**config.mk**
```make
export PLATFORM = sky130hd
export DESIGN_NAME = vslope_trip
export DESIGN_NICKNAME = d
export VERILOG_FILES = /design/src/rtl/vslope_pkg.sv /design/src/rtl/vslope_diff.sv /design/src/rtl/vslope_cmp.sv /design/src/rtl/vslope_latch.sv /design/src/rtl/vslope_trip.sv
export SDC_FILE = /design/constraint.sdc
export NUM_CORES = 1
export LEC_CHECK = 0
export ABC_AREA = 0
export BUFFER_PORTS_ARGS = -buffer_cell sky130_fd_sc_hd__buf_2
export CAP_MARGIN = 20
export CORE_MARGIN = 2
export CORE_UTILIZATION = 60
export CTS_BUF_LIST = sky130_fd_sc_hd__clkbuf_8
export DETAILED_ROUTE_END_ITERATION = 10
export PLACE_DENSITY_LB_ADDON = 0.3
export SETUP_SLACK_MARGIN = 0.3
export SYNTH_ARGS = -nofsm -noshare
export SYNTH_HDL_FRONTEND = slang
export SYNTH_HIERARCHICAL = 1
export SYNTH_SLANG_ARGS = --single-unit
```
**constraint.sdc**
```tcl
create_clock -name clk -period 4.85 [get_ports clk]
set_clock_uncertainty 0.05 [all_clocks]
set_input_delay 0.7275 -clock clk [delete_from_list [all_inputs] [get_ports clk]]
set_output_delay 0.7275 -clock clk [all_outputs]
set_load 0.05 [all_outputs]
```
**src/rtl/vslope_pkg.sv**
```systemverilog
package vslope_pkg;

    // Registered state of the trip latch
    typedef struct packed {
        logic trip;
        logic evt;
    } trip_state_t;

endpackage

```
**src/rtl/vslope_diff.sv**
```systemverilog
module vslope_diff #(
    parameter int SAMPLE_W = 16,
    localparam int DW = SAMPLE_W + 1
) (
    input  logic                       clk,
    input  logic                       rst_n,
    input  logic                       smp_valid,
    input  logic signed [SAMPLE_W-1:0] smp_data,
    output logic signed [DW-1:0]       delta_o,
    output logic                       primed_o
);

    typedef struct packed {
        logic signed [SAMPLE_W-1:0] prev;
        logic                       primed;
    } diff_state_t;

    diff_state_t state_d, state_q;
    logic signed [DW-1:0] cur_ext, prev_ext;

    always_comb begin
        state_d = state_q;
        if (smp_valid) begin
            state_d.prev   = smp_data;
            state_d.primed = 1'b1;
        end
        // sign-extend both operands by one bit so the difference cannot wrap
        cur_ext  = $signed({smp_data[SAMPLE_W-1], smp_data});
        prev_ext = $signed({state_q.prev[SAMPLE_W-1], state_q.prev});
        delta_o  = cur_ext - prev_ext;
        primed_o = state_q.primed;
    end

    always_ff @(posedge clk) begin
        if (!rst_n) begin
            state_q <= '0;
        end else begin
            state_q <= state_d;
        end
    end

    // a cycle without a valid strobe leaves the stored sample alone
    a_r5_prev_stable: assert property (@(posedge clk) disable iff (!rst_n)
        !smp_valid |=> $stable(state_q.prev));

    // once a valid sample is accepted the stage is primed
    a_r2_primes: assert property (@(posedge clk) disable iff (!rst_n)
        smp_valid |=> primed_o);

endmodule

```
**src/rtl/vslope_cmp.sv**
```systemverilog
module vslope_cmp #(
    parameter int SAMPLE_W = 16,
    localparam int DW = SAMPLE_W + 1
) (
    input  logic                 clk,
    input  logic                 rst_n,
    input  logic                 smp_valid,
    input  logic                 primed,
    input  logic signed [DW-1:0] delta,
    input  logic signed [DW-1:0] slope_limit,
    output logic                 hit_o
);

    logic is_drop;
    logic at_limit;

    always_comb begin
        is_drop  = delta < 0;
        at_limit = delta <= slope_limit;   // inclusive comparison
        hit_o    = smp_valid && primed && is_drop && at_limit;
    end

    // a hit is only ever a voltage collapse
    a_r4_only_drop: assert property (@(posedge clk) disable iff (!rst_n)
        hit_o |-> (delta < 0));

    // nothing is compared before a previous sample exists
    a_r2_no_first_hit: assert property (@(posedge clk) disable iff (!rst_n)
        !primed |-> !hit_o);

endmodule

```
**src/rtl/vslope_latch.sv**
```systemverilog
module vslope_latch
    import vslope_pkg::*;
(
    input  logic clk,
    input  logic rst_n,
    input  logic hit,
    input  logic force_trip,
    input  logic trip_clear,
    output logic trip_o,
    output logic trip_evt_o
);

    trip_state_t state_d, state_q;
    logic set_req;

    always_comb begin
        set_req       = hit || force_trip;
        state_d.trip  = set_req || (state_q.trip && !trip_clear);  // set wins
        state_d.evt   = state_d.trip && !state_q.trip;
        trip_o        = state_q.trip;
        trip_evt_o    = state_q.evt;
    end

    always_ff @(posedge clk) begin
        if (!rst_n) begin
            state_q <= '0;
        end else begin
            state_q <= state_d;
        end
    end

    // the trip holds until a clear
    a_r6_hold: assert property (@(posedge clk) disable iff (!rst_n)
        (trip_o && !trip_clear) |=> trip_o);

    // a manual request always yields a trip
    a_r7_force: assert property (@(posedge clk) disable iff (!rst_n)
        force_trip |=> trip_o);

    // a lone clear drops the trip
    a_r8_clear: assert property (@(posedge clk) disable iff (!rst_n)
        (trip_clear && !hit && !force_trip) |=> !trip_o);

    // the strobe coincides with a rising trip
    a_r9_evt_rise: assert property (@(posedge clk) disable iff (!rst_n)
        $rose(trip_o) |-> trip_evt_o);

    a_r9_evt_only_rise: assert property (@(posedge clk) disable iff (!rst_n)
        trip_evt_o |-> (trip_o && !$past(trip_o)));

endmodule

```
**src/rtl/vslope_trip.sv**
```systemverilog
module vslope_trip #(
    parameter int SAMPLE_W = 16,
    localparam int DW = SAMPLE_W + 1
) (
    input  logic                       clk,
    input  logic                       rst_n,
    input  logic                       smp_valid,
    input  logic signed [SAMPLE_W-1:0] smp_data,
    input  logic signed [DW-1:0]       slope_limit,
    input  logic                       force_trip,
    input  logic                       trip_clear,
    output logic                       trip_o,
    output logic                       trip_evt_o
);

    logic signed [DW-1:0] delta;
    logic                 primed;
    logic                 hit;

    vslope_diff #(.SAMPLE_W(SAMPLE_W)) u_diff (
        .clk       (clk),
        .rst_n     (rst_n),
        .smp_valid (smp_valid),
        .smp_data  (smp_data),
        .delta_o   (delta),
        .primed_o  (primed)
    );

    vslope_cmp #(.SAMPLE_W(SAMPLE_W)) u_cmp (
        .clk         (clk),
        .rst_n       (rst_n),
        .smp_valid   (smp_valid),
        .primed      (primed),
        .delta       (delta),
        .slope_limit (slope_limit),
        .hit_o       (hit)
    );

    vslope_latch u_latch (
        .clk        (clk),
        .rst_n      (rst_n),
        .hit        (hit),
        .force_trip (force_trip),
        .trip_clear (trip_clear),
        .trip_o     (trip_o),
        .trip_evt_o (trip_evt_o)
    );

    // first cycle out of reset is quiet
    a_r1_reset_quiet: assert property (@(posedge clk)
        !rst_n |=> (!trip_o && !trip_evt_o));

    // the first accepted sample cannot trip
    a_r2_first_sample: assert property (@(posedge clk) disable iff (!rst_n)
        (smp_valid && !primed && !force_trip && !trip_o) |=> !trip_o);

endmodule

```
==> impl_results.md <==
* Most area-consuming cells after synthesis: sky130_fd_sc_hd__ha_1 20%, sky130_fd_sc_hd__dfxtp_1 18%, sky130_fd_sc_hd__mux2i_1 8.1%
* Headroom to the max-slew limit at around three fifths
* Critical path peak fanout at 5
* Worst skew pair latency at approximately 0.26 ns
* Worst-case setup margin in the final layout at between 1 and 1.5 ns
* Synthesized-area fraction occupied by ao, oa, aoi and oai cells at about a fifth
* Yosys reg bits at 19
* Power per standard cell area at 233 nW/um^2
* Top-area cell type share of the netlist area at 19.7%
* Simple-gate share of the synthesized area at between 15 and 20%
* Setup TNS at 0 ns
* Routed via count divided by cell count at ~5.6
* Mapped Area at about 2100 um^2
* Number of warnings issued by yosys at 6
* VDD IR max at 154 uV
* Number of remaining DRC errors at 0
* Time the worst path needs with I/O delays and setup at approximately 3.8 ns
* Pre-CTS WS at ~0.80 ns
* Sequential-to-total area share from yosys stat at 18.1%
* Combinational family with the most area after synthesis: adder cells
* Effective utilization at floorplan at between 60 and 70%
* Share of post-route cells with drive strength above 1 at approximately 17%
* Net Count, Synth at 329
* Period utilisation layout at between 70 and 80%
* Diodes inserted at 0
* Category of the worst setup path capture point: flip-flop
* Required time of the worst setup path at 4.95 ns
* Synthesized-area fraction occupied by xor and xnor cells at under 10%
* Type of the most critical hold path: reg -> reg
* Floorplan die width at 63.1 um
* Antenna Violating Nets Remaining at 0
* Placer Congestion at ~0.86
* Number of gates resized after CTS at 0
* Pin slew with the least headroom to its limit at between 0.5 and 0.6 ns
* Leading area contributor after synthesis: sky130_fd_sc_hd__ha_1
* Vias in the first global route at about 1700
* Number of core rows at 21
* Top flip-flop cell by instance count after synthesis: sky130_fd_sc_hd__dfxtp_1
* Number of antenna violations at the first check in global routing at 0
* Core outline area at about 3300 um^2
* Inserted Clock Buffers at 3
* Final setup fails at 0
* Async set-reset flop share out of synthesis at 0%
* Total length of routed wires at ~4400 um
* Port Buffer Count at 39
* Max H-tree Level at 1
* Die Height at 63.1 um
* HPWL after detailed placement at 3380 um
* Maximum operating frequency at about 0.26 GHz
* Clk sinks at 19
* Area growth from synthesis to final layout at 12.9%
* GRT Residual Overflow at 0
* FILL cells at 283
* Wire length of the first global-routing pass at about 7400 um
* Largest net degree at the start of global routing at 20
* Top-level I/O count at 40
* Worst path arrival time at between 3 and 4 ns
* Clock Path Buffers at 2
* Post-CTS setup repair buffer count at 0
* Total GRT Usage at a little under a quarter
* Number of endpoints with negative hold slack in the final report at 0
* CTS clock-pin slew for the worst setup and hold paths at about 0.080 ns
* Leak pwr at approximately 1.2 nW
* Clock root buffer: sky130_fd_sc_hd__clkbuf_8
* Number of pins with negative max-slew slack in the final report at 0
* Unrepaired setup endpoints after global routing: no
* Path type of the worst setup path: in -> reg
* DRC violation total after the first TritonRoute iteration at between 100 and 150
* Count of cell types in the netlist at between 40 and 50
* Number of hold-repair buffers added at the cts stage at 0
* Outcome: finished clean
* Syn Inst Count at roughly 260
* Clock tree from TritonCTS: built
* Startpoint kind of the worst setup timing path: input pin
* Total number of vias at 1893
* Final Net Count at between 300 and 400
* Hold Worst Slack at between 0.4 and 0.5 ns
* Portion of netlist area occupied by mux cells at under 10%
* Average cell area after synthesis at between 8 and 9 um^2
* Max cap viols at 0
* Final core occ at between 70% and 80%
* Area of the die at 3980 um^2
* Initial DRT Pass Iterations at 5
* Wire length per cell after detailed routing at 12.8 um
* Synthesized-area fraction occupied by adder cells at slightly above 20%
* Number of enable flip-flop cells after synthesis at 0
==> area by class of cell <==
| class | count | area [um^2] | share of cell area [%] |
|---|---|---|---|
| clock buffer | 3 | 41.3 | 1.74 |
| inverter | 41 | 154 | 6.50 |
| timing repair buffer | 39 | 195 | 8.25 |
| clock inverter | 1 | 3.75 | 0.159 |
| tap | 46 | 57.6 | 2.43 |
| multi-input combinational | 192 | 1540 | 64.9 |
| sequential | 19 | 380 | 16.1 |
==> metal layers <==
metal | GRT usage, % | part of all wire, %
met5 | 0 | 0
met4 | 6.39 | 1.3
met3 | 2.50 | 5.3
met2 | 35.0 | 43
met1 | 33.0 | 51
==> registers in the layout, summed over array words and instances, names as in the netlist <==
register and count:
u_diff/prev_ext 16, u_diff/primed_o 1, u_latch/trip_evt_o 1, u_latch/trip_o 1
==> logic make-up after synthesis <==
family | Yosys count
muxes | 18
buffers and inverters | 46
DFF | 19
adders and majority gates | 34
xor gates and xnor gates | 12
and+or+nand+nor | 69
AOI/OAI and AO/OA | 59
==> per-stage QoR <==
step / power [mW] / instance area (um^2) / std cells
2_1_floorplan: 0.381 / 2100 / 257
3_3_place_gp: 0.432 / 2320 / 337
3_5_place_dp: 0.438 / 2320 / 337
4_1_cts: 0.551 / 2370 / 341
5_1_grt: 0.594 / 2370 / 341
6_report: 0.552 / 2370 / 341
==> critical path: stages <==
cell	delay (ns)
sky130_fd_sc_hd__buf_2	0.09
sky130_fd_sc_hd__inv_1	0.04
sky130_fd_sc_hd__ha_1	0.21
sky130_fd_sc_hd__fa_1	0.44
sky130_fd_sc_hd__nor2b_4	0.15
sky130_fd_sc_hd__o2111a_1	0.19
sky130_fd_sc_hd__or3_1	0.26
sky130_fd_sc_hd__a2111oi_4	0.10
sky130_fd_sc_hd__a311o_1	0.29
sky130_fd_sc_hd__ha_1	0.30
sky130_fd_sc_hd__nand4_1	0.15
sky130_fd_sc_hd__nor3_1	0.25
sky130_fd_sc_hd__a2111oi_2	0.06
sky130_fd_sc_hd__o311ai_1	0.24
sky130_fd_sc_hd__o21ai_1	0.14
sky130_fd_sc_hd__nor2_1	0.17
sky130_fd_sc_hd__a21boi_1	0.08
==> cells in the final DEF (no fill, tap or decap), types with 2 or more instances in the layout <==
| cell | Yosys | routed |
|---|---|---|
| sky130_fd_sc_hd__inv_1 | 41 | 42 |
| sky130_fd_sc_hd__buf_2 | 1 | 39 |
| sky130_fd_sc_hd__ha_1 | 33 | 33 |
| sky130_fd_sc_hd__a21oi_1 | 21 | 21 |
| sky130_fd_sc_hd__dfxtp_1 | 19 | 19 |
| sky130_fd_sc_hd__nor2b_1 | 18 | 18 |
| sky130_fd_sc_hd__mux2i_1 | 17 | 17 |
| sky130_fd_sc_hd__nand2_1 | 11 | 11 |
| sky130_fd_sc_hd__nor2_1 | 11 | 11 |
| sky130_fd_sc_hd__a21o_1 | 6 | 6 |
| sky130_fd_sc_hd__xor2_1 | 6 | 6 |
| sky130_fd_sc_hd__xnor2_1 | 6 | 6 |
| sky130_fd_sc_hd__nand3_1 | 5 | 5 |
| sky130_fd_sc_hd__nand4_1 | 5 | 5 |
| sky130_fd_sc_hd__o21ai_0 | 5 | 5 |
| sky130_fd_sc_hd__nand2b_1 | 5 | 5 |
| sky130_fd_sc_hd__a31oi_1 | 4 | 4 |
| sky130_fd_sc_hd__clkbuf_8 | 0 | 3 |
| sky130_fd_sc_hd__nor3_1 | 3 | 3 |
| sky130_fd_sc_hd__o21ai_1 | 3 | 3 |
| sky130_fd_sc_hd__o211ai_1 | 3 | 3 |
| sky130_fd_sc_hd__a2111oi_4 | 2 | 2 |
| sky130_fd_sc_hd__or3_1 | 2 | 2 |
| sky130_fd_sc_hd__and3_1 | 2 | 2 |
| sky130_fd_sc_hd__o21a_1 | 2 | 2 |
==> worst paths after layout <==
check / slack (ns) / start / depth (start not counted) / to
setup / recovery: 1.07 / smp_data[0] / 17 / u_latch/trip_o$_SDFF_PN0_
hold / removal: 0.41 / u_latch/trip_o$_SDFF_PN0_ / 1 / u_latch/trip_evt_o$_SDFF_PN0_
setup reg to reg: 1.31 / u_diff/prev_ext[2]$_SDFFE_PN0P_ / 14 / u_latch/trip_evt_o$_SDFF_PN0_
hold reg to reg: 0.41 / u_latch/trip_o$_SDFF_PN0_ / 1 / u_latch/trip_evt_o$_SDFF_PN0_
==> cell usage after synthesis, types with 2 or more instances <==
cell type	n
sky130_fd_sc_hd__nand3_1	5
sky130_fd_sc_hd__mux2i_1	17
sky130_fd_sc_hd__nor2b_1	18
sky130_fd_sc_hd__a21oi_1	21
sky130_fd_sc_hd__o21a_1	2
sky130_fd_sc_hd__xor2_1	6
sky130_fd_sc_hd__nand4_1	5
sky130_fd_sc_hd__a31oi_1	4
sky130_fd_sc_hd__or3_1	2
sky130_fd_sc_hd__inv_1	41
sky130_fd_sc_hd__o21ai_1	3
sky130_fd_sc_hd__a21o_1	6
sky130_fd_sc_hd__clkbuf_1	3
sky130_fd_sc_hd__ha_1	33
sky130_fd_sc_hd__xnor2_1	6
sky130_fd_sc_hd__o21ai_0	5
sky130_fd_sc_hd__dfxtp_1	19
sky130_fd_sc_hd__nand2b_1	5
sky130_fd_sc_hd__nor3_1	3
sky130_fd_sc_hd__nand2_1	11
sky130_fd_sc_hd__o211ai_1	3
sky130_fd_sc_hd__nor2_1	11
sky130_fd_sc_hd__and3_1	2
sky130_fd_sc_hd__a2111oi_4	2
==> where the power goes <==
group | total, mW | internal [mW] | switching (mW) | leakage (nW)
Sequential | 0.171 | 0.166 | 0.00522 | 0.157
Clock | 0.113 | 0.0564 | 0.0568 | 0.0269
Combinational | 0.269 | 0.119 | 0.149 | 0.995
Total | 0.552 | 0.341 | 0.211 | 1.18
Power figures use the tool's default switching activity.
